`src/rtl/dma_pkg.sv`:
```
package dma_pkg;

    typedef enum logic [1:0] {
        MODE_SINGLE = 2'd0,
        MODE_BLOCK  = 2'd1,
        MODE_DEMAND = 2'd2,
        MODE_RSVD   = 2'd3
    } dma_mode_e;

    typedef enum logic [2:0] {
        ST_IDLE,
        ST_REQ_BUS,
        ST_XFER_READ,
        ST_XFER_WRITE,
        ST_RELEASE,
        ST_DONE
    } dma_state_e;

    localparam logic [1:0] REG_MADDR  = 2'd0;
    localparam logic [1:0] REG_COUNT  = 2'd1;
    localparam logic [1:0] REG_CONFIG = 2'd2;
    localparam logic [1:0] REG_CMD    = 2'd3;

    localparam int CFG_DIR_BIT  = 0;
    localparam int CFG_DOWN_BIT = 1;
    localparam int CFG_MODE_LSB = 2;
    localparam int CFG_DEV_LSB  = 4;
    localparam int CMD_GO_BIT   = 0;
    localparam int CMD_CLR_BIT  = 1;

endpackage

```
`src/rtl/dma_regs.sv`:
```
module dma_regs
    import dma_pkg::*;
#(
    parameter int REG_W = 16,
    parameter int DEV_W = 2
) (
    input  logic             clk,
    input  logic             rst_n,
    input  logic             cfg_we,
    input  logic [1:0]       cfg_addr,
    input  logic [REG_W-1:0] cfg_wdata,
    input  logic             idle,
    input  logic             done_evt,
    output logic             dir_to_mem,
    output logic             step_down,
    output dma_mode_e        mode,
    output logic [DEV_W-1:0] dev_sel,
    output logic             go,
    output logic             ld_addr,
    output logic             ld_cnt,
    output logic             irq
);
    localparam int CFG_TOP = CFG_DEV_LSB + DEV_W;

    logic cmd_wr;
    logic clr_wr;
    logic cfg_wr;
    logic unused_hi;

    assign cmd_wr  = cfg_we && (cfg_addr == REG_CMD);
    assign clr_wr  = cmd_wr && cfg_wdata[CMD_CLR_BIT];
    assign go      = cmd_wr && cfg_wdata[CMD_GO_BIT] && idle;
    assign ld_addr = cfg_we && (cfg_addr == REG_MADDR) && idle;
    assign ld_cnt  = cfg_we && (cfg_addr == REG_COUNT) && idle;
    assign cfg_wr  = cfg_we && (cfg_addr == REG_CONFIG) && idle;
    assign unused_hi = ^cfg_wdata[REG_W-1:CFG_TOP];

    always_ff @(posedge clk or negedge rst_n) begin
        if (!rst_n) begin
            dir_to_mem <= 1'b0;
            step_down  <= 1'b0;
            mode       <= MODE_SINGLE;
            dev_sel    <= '0;
        end else if (cfg_wr) begin
            dir_to_mem <= cfg_wdata[CFG_DIR_BIT];
            step_down  <= cfg_wdata[CFG_DOWN_BIT];
            mode       <= dma_mode_e'(cfg_wdata[CFG_MODE_LSB +: 2]);
            dev_sel    <= cfg_wdata[CFG_DEV_LSB +: DEV_W];
        end
    end

    always_ff @(posedge clk or negedge rst_n) begin
        if (!rst_n)        irq <= 1'b0;
        else if (done_evt) irq <= 1'b1;
        else if (clr_wr)   irq <= 1'b0;
    end


    irq_hold_chk: assert property (@(posedge clk) disable iff (!rst_n)
        (irq && !clr_wr) |=> irq);

endmodule

```
`src/rtl/dma_addr_cnt.sv`:
```
module dma_addr_cnt #(
    parameter int ADDR_W = 16,
    parameter int CNT_W  = 16,
    parameter int REG_W  = 16
) (
    input  logic              clk,
    input  logic              rst_n,
    input  logic              ld_addr,
    input  logic              ld_cnt,
    input  logic [REG_W-1:0]  wdata,
    input  logic              step,
    input  logic              step_down,
    output logic [ADDR_W-1:0] cur_addr,
    output logic              cnt_zero,
    output logic              cnt_last
);
    localparam logic [CNT_W-1:0]  CNT_ONE  = CNT_W'(1);
    localparam logic [ADDR_W-1:0] ADDR_ONE = ADDR_W'(1);

    logic [CNT_W-1:0] cur_cnt;

    always_ff @(posedge clk or negedge rst_n) begin
        if (!rst_n)       cur_addr <= '0;
        else if (ld_addr) cur_addr <= ADDR_W'(wdata);
        else if (step)    cur_addr <= step_down ? cur_addr - ADDR_ONE : cur_addr + ADDR_ONE;
    end

    always_ff @(posedge clk or negedge rst_n) begin
        if (!rst_n)      cur_cnt <= '0;
        else if (ld_cnt) cur_cnt <= CNT_W'(wdata);
        else if (step)   cur_cnt <= cur_cnt - CNT_ONE;
    end

    assign cnt_zero = (cur_cnt == '0);
    assign cnt_last = (cur_cnt == CNT_ONE);


    no_underflow_chk: assert property (@(posedge clk) disable iff (!rst_n)
        step |-> !cnt_zero);

endmodule

```
`src/rtl/dma_fsm.sv`:
```
module dma_fsm
    import dma_pkg::*;
(
    input  logic      clk,
    input  logic      rst_n,
    input  logic      go,
    input  logic      cnt_zero,
    input  logic      cnt_last,
    input  dma_mode_e mode,
    input  logic      dev_req,
    input  logic      bus_gnt,
    output logic      bus_req,
    output logic      rd_phase,
    output logic      wr_phase,
    output logic      busy,
    output logic      idle,
    output logic      done_evt
);
    dma_state_e state_q;
    dma_state_e state_d;
    logic       want_bus;

    assign want_bus = (mode == MODE_BLOCK) || dev_req;

    always_ff @(posedge clk or negedge rst_n) begin
        if (!rst_n) state_q <= ST_IDLE;
        else        state_q <= state_d;
    end

    always_comb begin
        state_d = state_q;
        unique case (state_q)
            ST_IDLE:       if (go) state_d = cnt_zero ? ST_DONE : ST_REQ_BUS;
            ST_REQ_BUS:    if (want_bus && bus_gnt) state_d = ST_XFER_READ;
            ST_XFER_READ:  state_d = ST_XFER_WRITE;
            ST_XFER_WRITE: begin
                if (cnt_last)                 state_d = ST_DONE;
                else if (mode == MODE_BLOCK)  state_d = ST_XFER_READ;
                else if (mode == MODE_DEMAND) state_d = dev_req ? ST_XFER_READ : ST_RELEASE;
                else                          state_d = ST_RELEASE;
            end
            ST_RELEASE:    state_d = ST_REQ_BUS;
            ST_DONE:       state_d = ST_IDLE;
            default:       state_d = ST_IDLE;
        endcase
    end

    always_comb begin
        bus_req  = 1'b0;
        rd_phase = 1'b0;
        wr_phase = 1'b0;
        busy     = 1'b1;
        idle     = 1'b0;
        done_evt = 1'b0;
        unique case (state_q)
            ST_IDLE:       begin busy = 1'b0; idle = 1'b1; end
            ST_REQ_BUS:    bus_req = want_bus;
            ST_XFER_READ:  begin bus_req = 1'b1; rd_phase = 1'b1; end
            ST_XFER_WRITE: begin bus_req = 1'b1; wr_phase = 1'b1; end
            ST_RELEASE:    ;
            ST_DONE:       begin busy = 1'b0; done_evt = 1'b1; end
            default:       busy = 1'b0;
        endcase
    end


    last_word_chk: assert property (@(posedge clk) disable iff (!rst_n)
        (state_q == ST_XFER_WRITE && cnt_last) |=> (state_q == ST_DONE));

    single_release_chk: assert property (@(posedge clk) disable iff (!rst_n)
        (state_q == ST_XFER_WRITE && mode == MODE_SINGLE && !cnt_last) |=> !bus_req);

    block_hold_chk: assert property (@(posedge clk) disable iff (!rst_n)
        (state_q == ST_XFER_WRITE && mode == MODE_BLOCK && !cnt_last) |=> (bus_req && rd_phase));

    zero_count_chk: assert property (@(posedge clk) disable iff (!rst_n)
        (state_q == ST_IDLE && go && cnt_zero) |=> (done_evt && !bus_req));

endmodule

```
`src/rtl/dma_chan.sv`:
```
module dma_chan
    import dma_pkg::*;
#(
    parameter int ADDR_W = 16,
    parameter int DATA_W = 16,
    parameter int CNT_W  = 16,
    parameter int DEV_W  = 2,
    parameter int REG_W  = 16
) (
    input  logic              clk,
    input  logic              rst_n,
    input  logic              cfg_we,
    input  logic [1:0]        cfg_addr,
    input  logic [REG_W-1:0]  cfg_wdata,
    output logic              irq,
    output logic              busy,
    input  logic              dev_req,
    output logic              dev_ack,
    output logic [DEV_W-1:0]  dev_sel,
    input  logic [DATA_W-1:0] dev_rdata,
    output logic [DATA_W-1:0] dev_wdata,
    output logic              bus_req,
    input  logic              bus_gnt,
    output logic [ADDR_W-1:0] mem_addr,
    output logic              mem_re,
    output logic              mem_we,
    input  logic [DATA_W-1:0] mem_rdata,
    output logic [DATA_W-1:0] mem_wdata
);
    logic        dir_to_mem, step_down, go, ld_addr, ld_cnt;
    logic        idle, done_evt, cnt_zero, cnt_last, rd_phase, wr_phase;
    dma_mode_e   mode;
    logic [DATA_W-1:0] data_q;

    dma_regs #(.REG_W(REG_W), .DEV_W(DEV_W)) u_regs (
        .clk(clk), .rst_n(rst_n), .cfg_we(cfg_we), .cfg_addr(cfg_addr),
        .cfg_wdata(cfg_wdata), .idle(idle), .done_evt(done_evt),
        .dir_to_mem(dir_to_mem), .step_down(step_down), .mode(mode),
        .dev_sel(dev_sel), .go(go), .ld_addr(ld_addr), .ld_cnt(ld_cnt), .irq(irq)
    );

    dma_addr_cnt #(.ADDR_W(ADDR_W), .CNT_W(CNT_W), .REG_W(REG_W)) u_addr_cnt (
        .clk(clk), .rst_n(rst_n), .ld_addr(ld_addr), .ld_cnt(ld_cnt),
        .wdata(cfg_wdata), .step(wr_phase), .step_down(step_down),
        .cur_addr(mem_addr), .cnt_zero(cnt_zero), .cnt_last(cnt_last)
    );

    dma_fsm u_fsm (
        .clk(clk), .rst_n(rst_n), .go(go), .cnt_zero(cnt_zero), .cnt_last(cnt_last),
        .mode(mode), .dev_req(dev_req), .bus_gnt(bus_gnt), .bus_req(bus_req),
        .rd_phase(rd_phase), .wr_phase(wr_phase), .busy(busy), .idle(idle),
        .done_evt(done_evt)
    );

    always_ff @(posedge clk or negedge rst_n) begin
        if (!rst_n)        data_q <= '0;
        else if (rd_phase) data_q <= dir_to_mem ? dev_rdata : mem_rdata;
    end

    assign mem_re    = rd_phase && !dir_to_mem;
    assign mem_we    = wr_phase &&  dir_to_mem;
    assign dev_ack   = (rd_phase && dir_to_mem) || (wr_phase && !dir_to_mem);
    assign mem_wdata = data_q;
    assign dev_wdata = data_q;


    phase_excl_chk: assert property (@(posedge clk) disable iff (!rst_n)
        $onehot0({mem_re, mem_we, dev_ack}));

    granted_phase_chk: assert property (@(posedge clk) disable iff (!rst_n)
        (mem_re || mem_we || dev_ack) |-> bus_gnt);

endmodule

```
`config.mk`:
```
export PLATFORM = sky130hd
export DESIGN_NAME = dma_chan
export DESIGN_NICKNAME = d
export VERILOG_FILES = /design/src/rtl/dma_pkg.sv /design/src/rtl/dma_regs.sv /design/src/rtl/dma_addr_cnt.sv /design/src/rtl/dma_fsm.sv /design/src/rtl/dma_chan.sv
export SDC_FILE = /design/constraint.sdc
export NUM_CORES = 1
export LEC_CHECK = 0
export BUFFER_PORTS_ARGS = -buffer_cell sky130_fd_sc_hd__buf_2
export CAP_MARGIN = 20
export CORE_ASPECT_RATIO = 0.8
export CORE_MARGIN = 4
export CORE_UTILIZATION = 30
export DETAILED_ROUTE_END_ITERATION = 12
export HOLD_SLACK_MARGIN = 0.02
export PLACE_DENSITY_LB_ADDON = 0.25
export SLEW_MARGIN = 30
export SYNTH_ARGS = -nofsm -noshare
export SYNTH_HDL_FRONTEND = slang
export SYNTH_SLANG_ARGS = --single-unit
```
`constraint.sdc`:
```
create_clock -name clk -period 3.4 [get_ports clk]
set_input_delay 0.68 -clock clk [delete_from_list [all_inputs] [get_ports clk]]
set_output_delay 0.68 -clock clk [all_outputs]
set_load 0.01 [all_outputs]
```
* Word level (Yosys, flattened, before mapping)
Index checks and enable logic that the tools add are counted.
** Cells by class
- Add/sub/neg operators :: 3
- Multiplexer cells :: 22
- Reduce and logical (&&, ||, !) cells :: 27
- Equal/unequal tests :: 13
** Operators with widths (count)
- 16-bit 2-to-1 mux :: 6
- 16-bit by 1-bit subtractor with 16-bit output (second input constant) :: 2
- 3-bit 2-to-1 mux :: 7
- 16-bit by 1-bit adder with 16-bit output (second input constant) :: 1
- 16-bit by 1-bit == test with 1-bit output (second input constant) :: 1
- 16-bit zero test :: 1
- 1-bit logical AND :: 15
- 3-bit case mux with 5 select lines :: 1
- 1-bit 2-to-1 mux :: 7
- 2-bit == test (second input constant) :: 3
- 3-bit by 2-bit == test with 1-bit output (second input constant) :: 2
- 3-bit == test (second input constant) :: 2
- 2-bit nonzero test :: 3
- 2-bit by 1-bit == test with 1-bit output (second input constant) :: 2
- 4-bit OR reduction :: 1
- 3-bit by 1-bit == test with 1-bit output (second input constant) :: 1
- 3-bit zero test :: 1
- 2-bit zero test :: 1
- 1-bit logical OR :: 2
- 2-bit by 1-bit inequality test with 1-bit output (second input constant) :: 1
- 2-bit inequality test (second input constant) :: 1
- 1-bit case mux with 2 select lines :: 1
- 2-bit AND reduction :: 1
- 2-bit OR reduction :: 1
- 1-bit zero test :: 1
** Word-level totals
- Logic and storage cells :: 74
- Register bits :: 58
- Output and inout port bits :: 56
- Input port bits :: 55

* Depth between registers and ports, before layout
- Depth after elaboration :: 6
- Depth in mapped cells :: 8
- Gate-level depth less buffers :: 7

* By module
Synthesis repeated with hierarchy kept, for this count alone.
** Second synthesis, totals
- Cells, all modules :: 418
- Area, all modules :: 3839.9 sq um
** Modules (own cells, without submodules)
- dma_addr_cnt :: instances 1, area each 2418.6 sq um, sequential area each 800.8 sq um, cells each 282
- dma_chan :: instances 1, area each 899.6 sq um, sequential area each 400.4 sq um, cells each 89
- dma_regs :: instances 1, area each 305.3 sq um, sequential area each 175.2 sq um, cells each 22
- dma_fsm :: instances 1, area each 216.5 sq um, sequential area each 75.1 sq um, cells each 25

* Worst setup path after synthesis
No wires, ideal clock.
- Path type :: register -> register
- Start :: reg u_regs.step_down
- End :: reg u_addr_cnt.cur_addr[12]
- Arrival time :: 2.326 ns
- Required time :: 3.258 ns
- Path buffers :: 0
- Cell stages (with the launch flop) :: 8
- Clock period less this slack :: 2.468 ns
- Setup slack :: 0.932 ns
- Library setup time :: 0.142 ns
- Cell sequence :: dfrtp_1 > fa_1 > a21oi_1 > o21ai_0 > a2111o_1 > a311oi_1 > xor2_1 > o221ai_1
** Between the ends
- Cells in the longest elaborated chain, start to end :: 3
** Ends and longest elaborated chain
- start, declared :: RTL line dma_regs.sv:15 : output logic step_down,
- start signal, assigned :: RTL line dma_regs.sv:46 : step_down <= cfg_wdata[CFG_DOWN_BIT];
- 16-bit 2-to-1 mux (2 in series) :: RTL line dma_addr_cnt.sv:25 : else if (step) cur_addr <= step_down ? cur_addr - ADDR_ONE : cur_addr + ADDR_ONE;
- 16-bit 2-to-1 mux :: RTL line dma_addr_cnt.sv:24 : else if (ld_addr) cur_addr <= ADDR_W'(wdata);
- end signal, assigned :: RTL line dma_addr_cnt.sv:24
- end signal, assigned :: RTL line dma_addr_cnt.sv:25
- end, declared :: RTL line dma_addr_cnt.sv:13 : output logic [ADDR_W-1:0] cur_addr,
No other way between the ends. The select of a mux whose other input is x is not followed.
A chain may end at the register's enable or synchronous reset.

* Final worst setup path
Same ends and word-level chain as after synthesis.

==> out/qor.csv <==
metric,value,unit
Switching Share,44.6,%
CTS Hold Bufs,0,
crit-path max cell delay,0.53,ns
post-route ant nets,0,
vias in the first global route,3250,
"Slowest-stage cell, CP",a2111o_1,
CP required,3.59,ns
CP Cell Sequence,"fa_1, a21oi_1, o21ai_0, a2111o_1, a311oi_1, xor2_1, o221ai_1",
first-pass GRT wire length,16900,um
gr ovfl total,0,
Syn Inst Count,408,
Starting Density,30.6,%
fin. max-slew vios,0,
die width,132,um
internal power,2650,uW
"area leader, netlist",dfrtp_1,
"Max FO, Critical Path",8,
Crit. End Element,flip-flop,
Mapped Area,0.00372,sq mm
DRC violations left,0,
Async SR Flop Fraction,100,%
share of cells above drive strength 1,29.9,%
worst rel slew slack,56.2,%
combinational share of power,53.1,%
Seq cells post-synth,58,
setup repair after global routing missed its margin,no,
static leakage,0.00210,uW
clock buffer count from CTS,9,
number of antenna violations at the first check in global routing,0,
Post-Route WL,10700,um
Avg WL per Cell,16.2,um
GRT Util Overall,14.9,%
Max clock buf depth,2,
P&R area growth vs syn,23.7,%
Clock power frac,17.6,%
Tightest Pin Transition,0.657,ns
TritonCTS clock tree,built,
DR iter-0 viols,220,
clk sinks,58,
Setup-failing EPs final,0,
Synth Area per Inst,9.11,sq um
Seq pwr share,29.4,%
"Reg clk slew, reported paths",0.06,ns
router iterations before antenna repair,4,
worst skew pair latency,0.33,ns
count of input and output buffers,110,
non-filler instance count after layout,657,
Multi-input gate area,0.00205,sq mm
design area,0.00460,sq mm
setup repair bufs after CTS,0,
synth top area cells,"dfrtp_1, ha_1, a21oi_1",
Die H,108,um
Netlist cell types,57,
fin crit period,2.64,ns
FP Rows,36,
Core ar.,0.0122,sq mm
IO Pins,111,
WHS,0.297,ns
power per standard cell area,1040,mW/mm^2
final hold vios,0,
synth cell count leaders,"dfrtp_1, nor2_1, nand2_1, a21oi_1, o21ai_0",
CTS root buffer,clkbuf_16,
Critical Path Start Type,flip-flop,
antenna diode count,0,
sequential area share after synthesis,39.0,%
total negative slack,0,ns
Synth top area share,39.0,%
GP Congestion,0.876,
CP arrival,2.83,ns
HPWL after DPL,8040,um
cts repair resizes,0,
Synth Flop Type,dfrtp_1,
Ys Warns,0,
largest net degree at the start of global routing,33,
Final nets,573,
Net Sw Power,2140,uW
status,completed,
post-synthesis net count,481,
via count,3380,
Max-Cap Viols,0,
htree depth,3,
Peak VDD IR,0.294,mV
most instantiated library cell after synthesis,dfrtp_1,
skew final,0.00661,ns
Crit Path Class,flip-flop to flip-flop,
fmax,379,MHz
fin crit share,77.6,%
register area,0.00145,sq mm
placed inst area,0.00432,sq mm
fin util,37.8,%
die area,0.0142,sq mm
fill count,1244,
Post-synth EDFFs,0,
Avg Vias per Cell,5.14,
DP Cell Count,641,
HP Class,input port to async pin,
[critical path: cells and delay by family, from the launching register on]
family	cells	cell delay, ns
flip-flops	1	0.48
XOR/XNOR	1	0.19
AO/OA/AOI/OAI	5	1.37
adder cells (fa/ha/maj)	1	0.45
[area by class of cell]
cell class	instances	share of cell area [%]
well taps	152	4.14
clock inverters	5	0.653
inverters	6	0.490
clock buffers	11	5.28
flip-flops and latches	58	31.6
multi-input cells	307	44.6
repair buffers	118	13.3
[cells in the final DEF, fill, tap and decap left out, drive strengths merged, types with 9 or more instances in the layout]
| cell type | netlist | layout |
|---|---|---|
| o21ai | 28 | 28 |
| mux2i | 17 | 17 |
| clkbuf | 17 | 11 |
| ha | 17 | 17 |
| a21oi | 35 | 35 |
| nor3 | 9 | 9 |
| dfrtp | 58 | 58 |
| nand3 | 9 | 9 |
| nand2 | 39 | 39 |
| nor2 | 41 | 41 |
| buf | 20 | 118 |
[state kept, by name, indices dropped and copies added (netlist names)]
signal	count
u_addr_cnt.cur_addr	16
u_addr_cnt.cur_cnt	16
u_fsm.state_q	3
u_regs.dir_to_mem	1
dev_wdata	16
u_regs.mode	2
u_regs.dev_sel	2
u_regs.step_down	1
u_regs.irq	1
[cell families (layout without fill, tap and decap cells)]
logic type / count (synthesis) / after routing / synth area share (%)
compound gates: 117 / 117 / 20.5
xor+xnor: 13 / 13 / 3.06
fa+ha+maj: 18 / 18 / 6.26
buf+inv: 43 / 140 / 6.06
flops: 58 / 58 / 39.0
mux: 25 / 25 / 7.00
simple gates: 134 / 134 / 18.1
[per-layer routing]
metal / vias up / global-route usage, % / part of all wire (%)
li1: 1675 / - / -
met5: - / 0 / 0
met3: 22 / 5.09 / 6.7
met4: 0 / 4.90 / 2.1
met1: 1581 / 20.9 / 48
met2: 102 / 21.2 / 43
[per-stage QoR]
| step | power, uW | worst slack (ns) |
|---|---|---|
| after floorplan | 3250 | 0.932 |
| after global placement | 3910 | 0.809 |
| after detailed placement | 3950 | 0.796 |
| after CTS | 4820 | 0.775 |
| after global routing | 5220 | 0.565 |
| final | 4790 | 0.761 |
[power groups by stage]
stage                     sequential, uW  combinational (uW)  clock, uW
final                               1410                2540        841
after CTS                           1410                2550        861
after floorplan                     1380                1870          0
after detailed placement            1420                2540          0
after global placement              1400                2510          0
after global routing                1470                2850        895
[worst paths after layout]
check	start	end	slack, ns	cells after the start
worst min register to register	u_regs.irq	u_regs.irq	0.50	1
worst max-delay path	u_regs.step_down	u_addr_cnt.cur_addr[12]	0.76	7
max in group asynchronous	rst_n	u_regs.dir_to_mem	2.40	2
min in group clk	u_regs.irq	u_regs.irq	0.50	1
worst max register to register	u_regs.step_down	u_addr_cnt.cur_addr[12]	0.76	7
worst min-delay path	rst_n	dev_wdata[2]	0.30	1
Power figures use the tool's default switching activity.
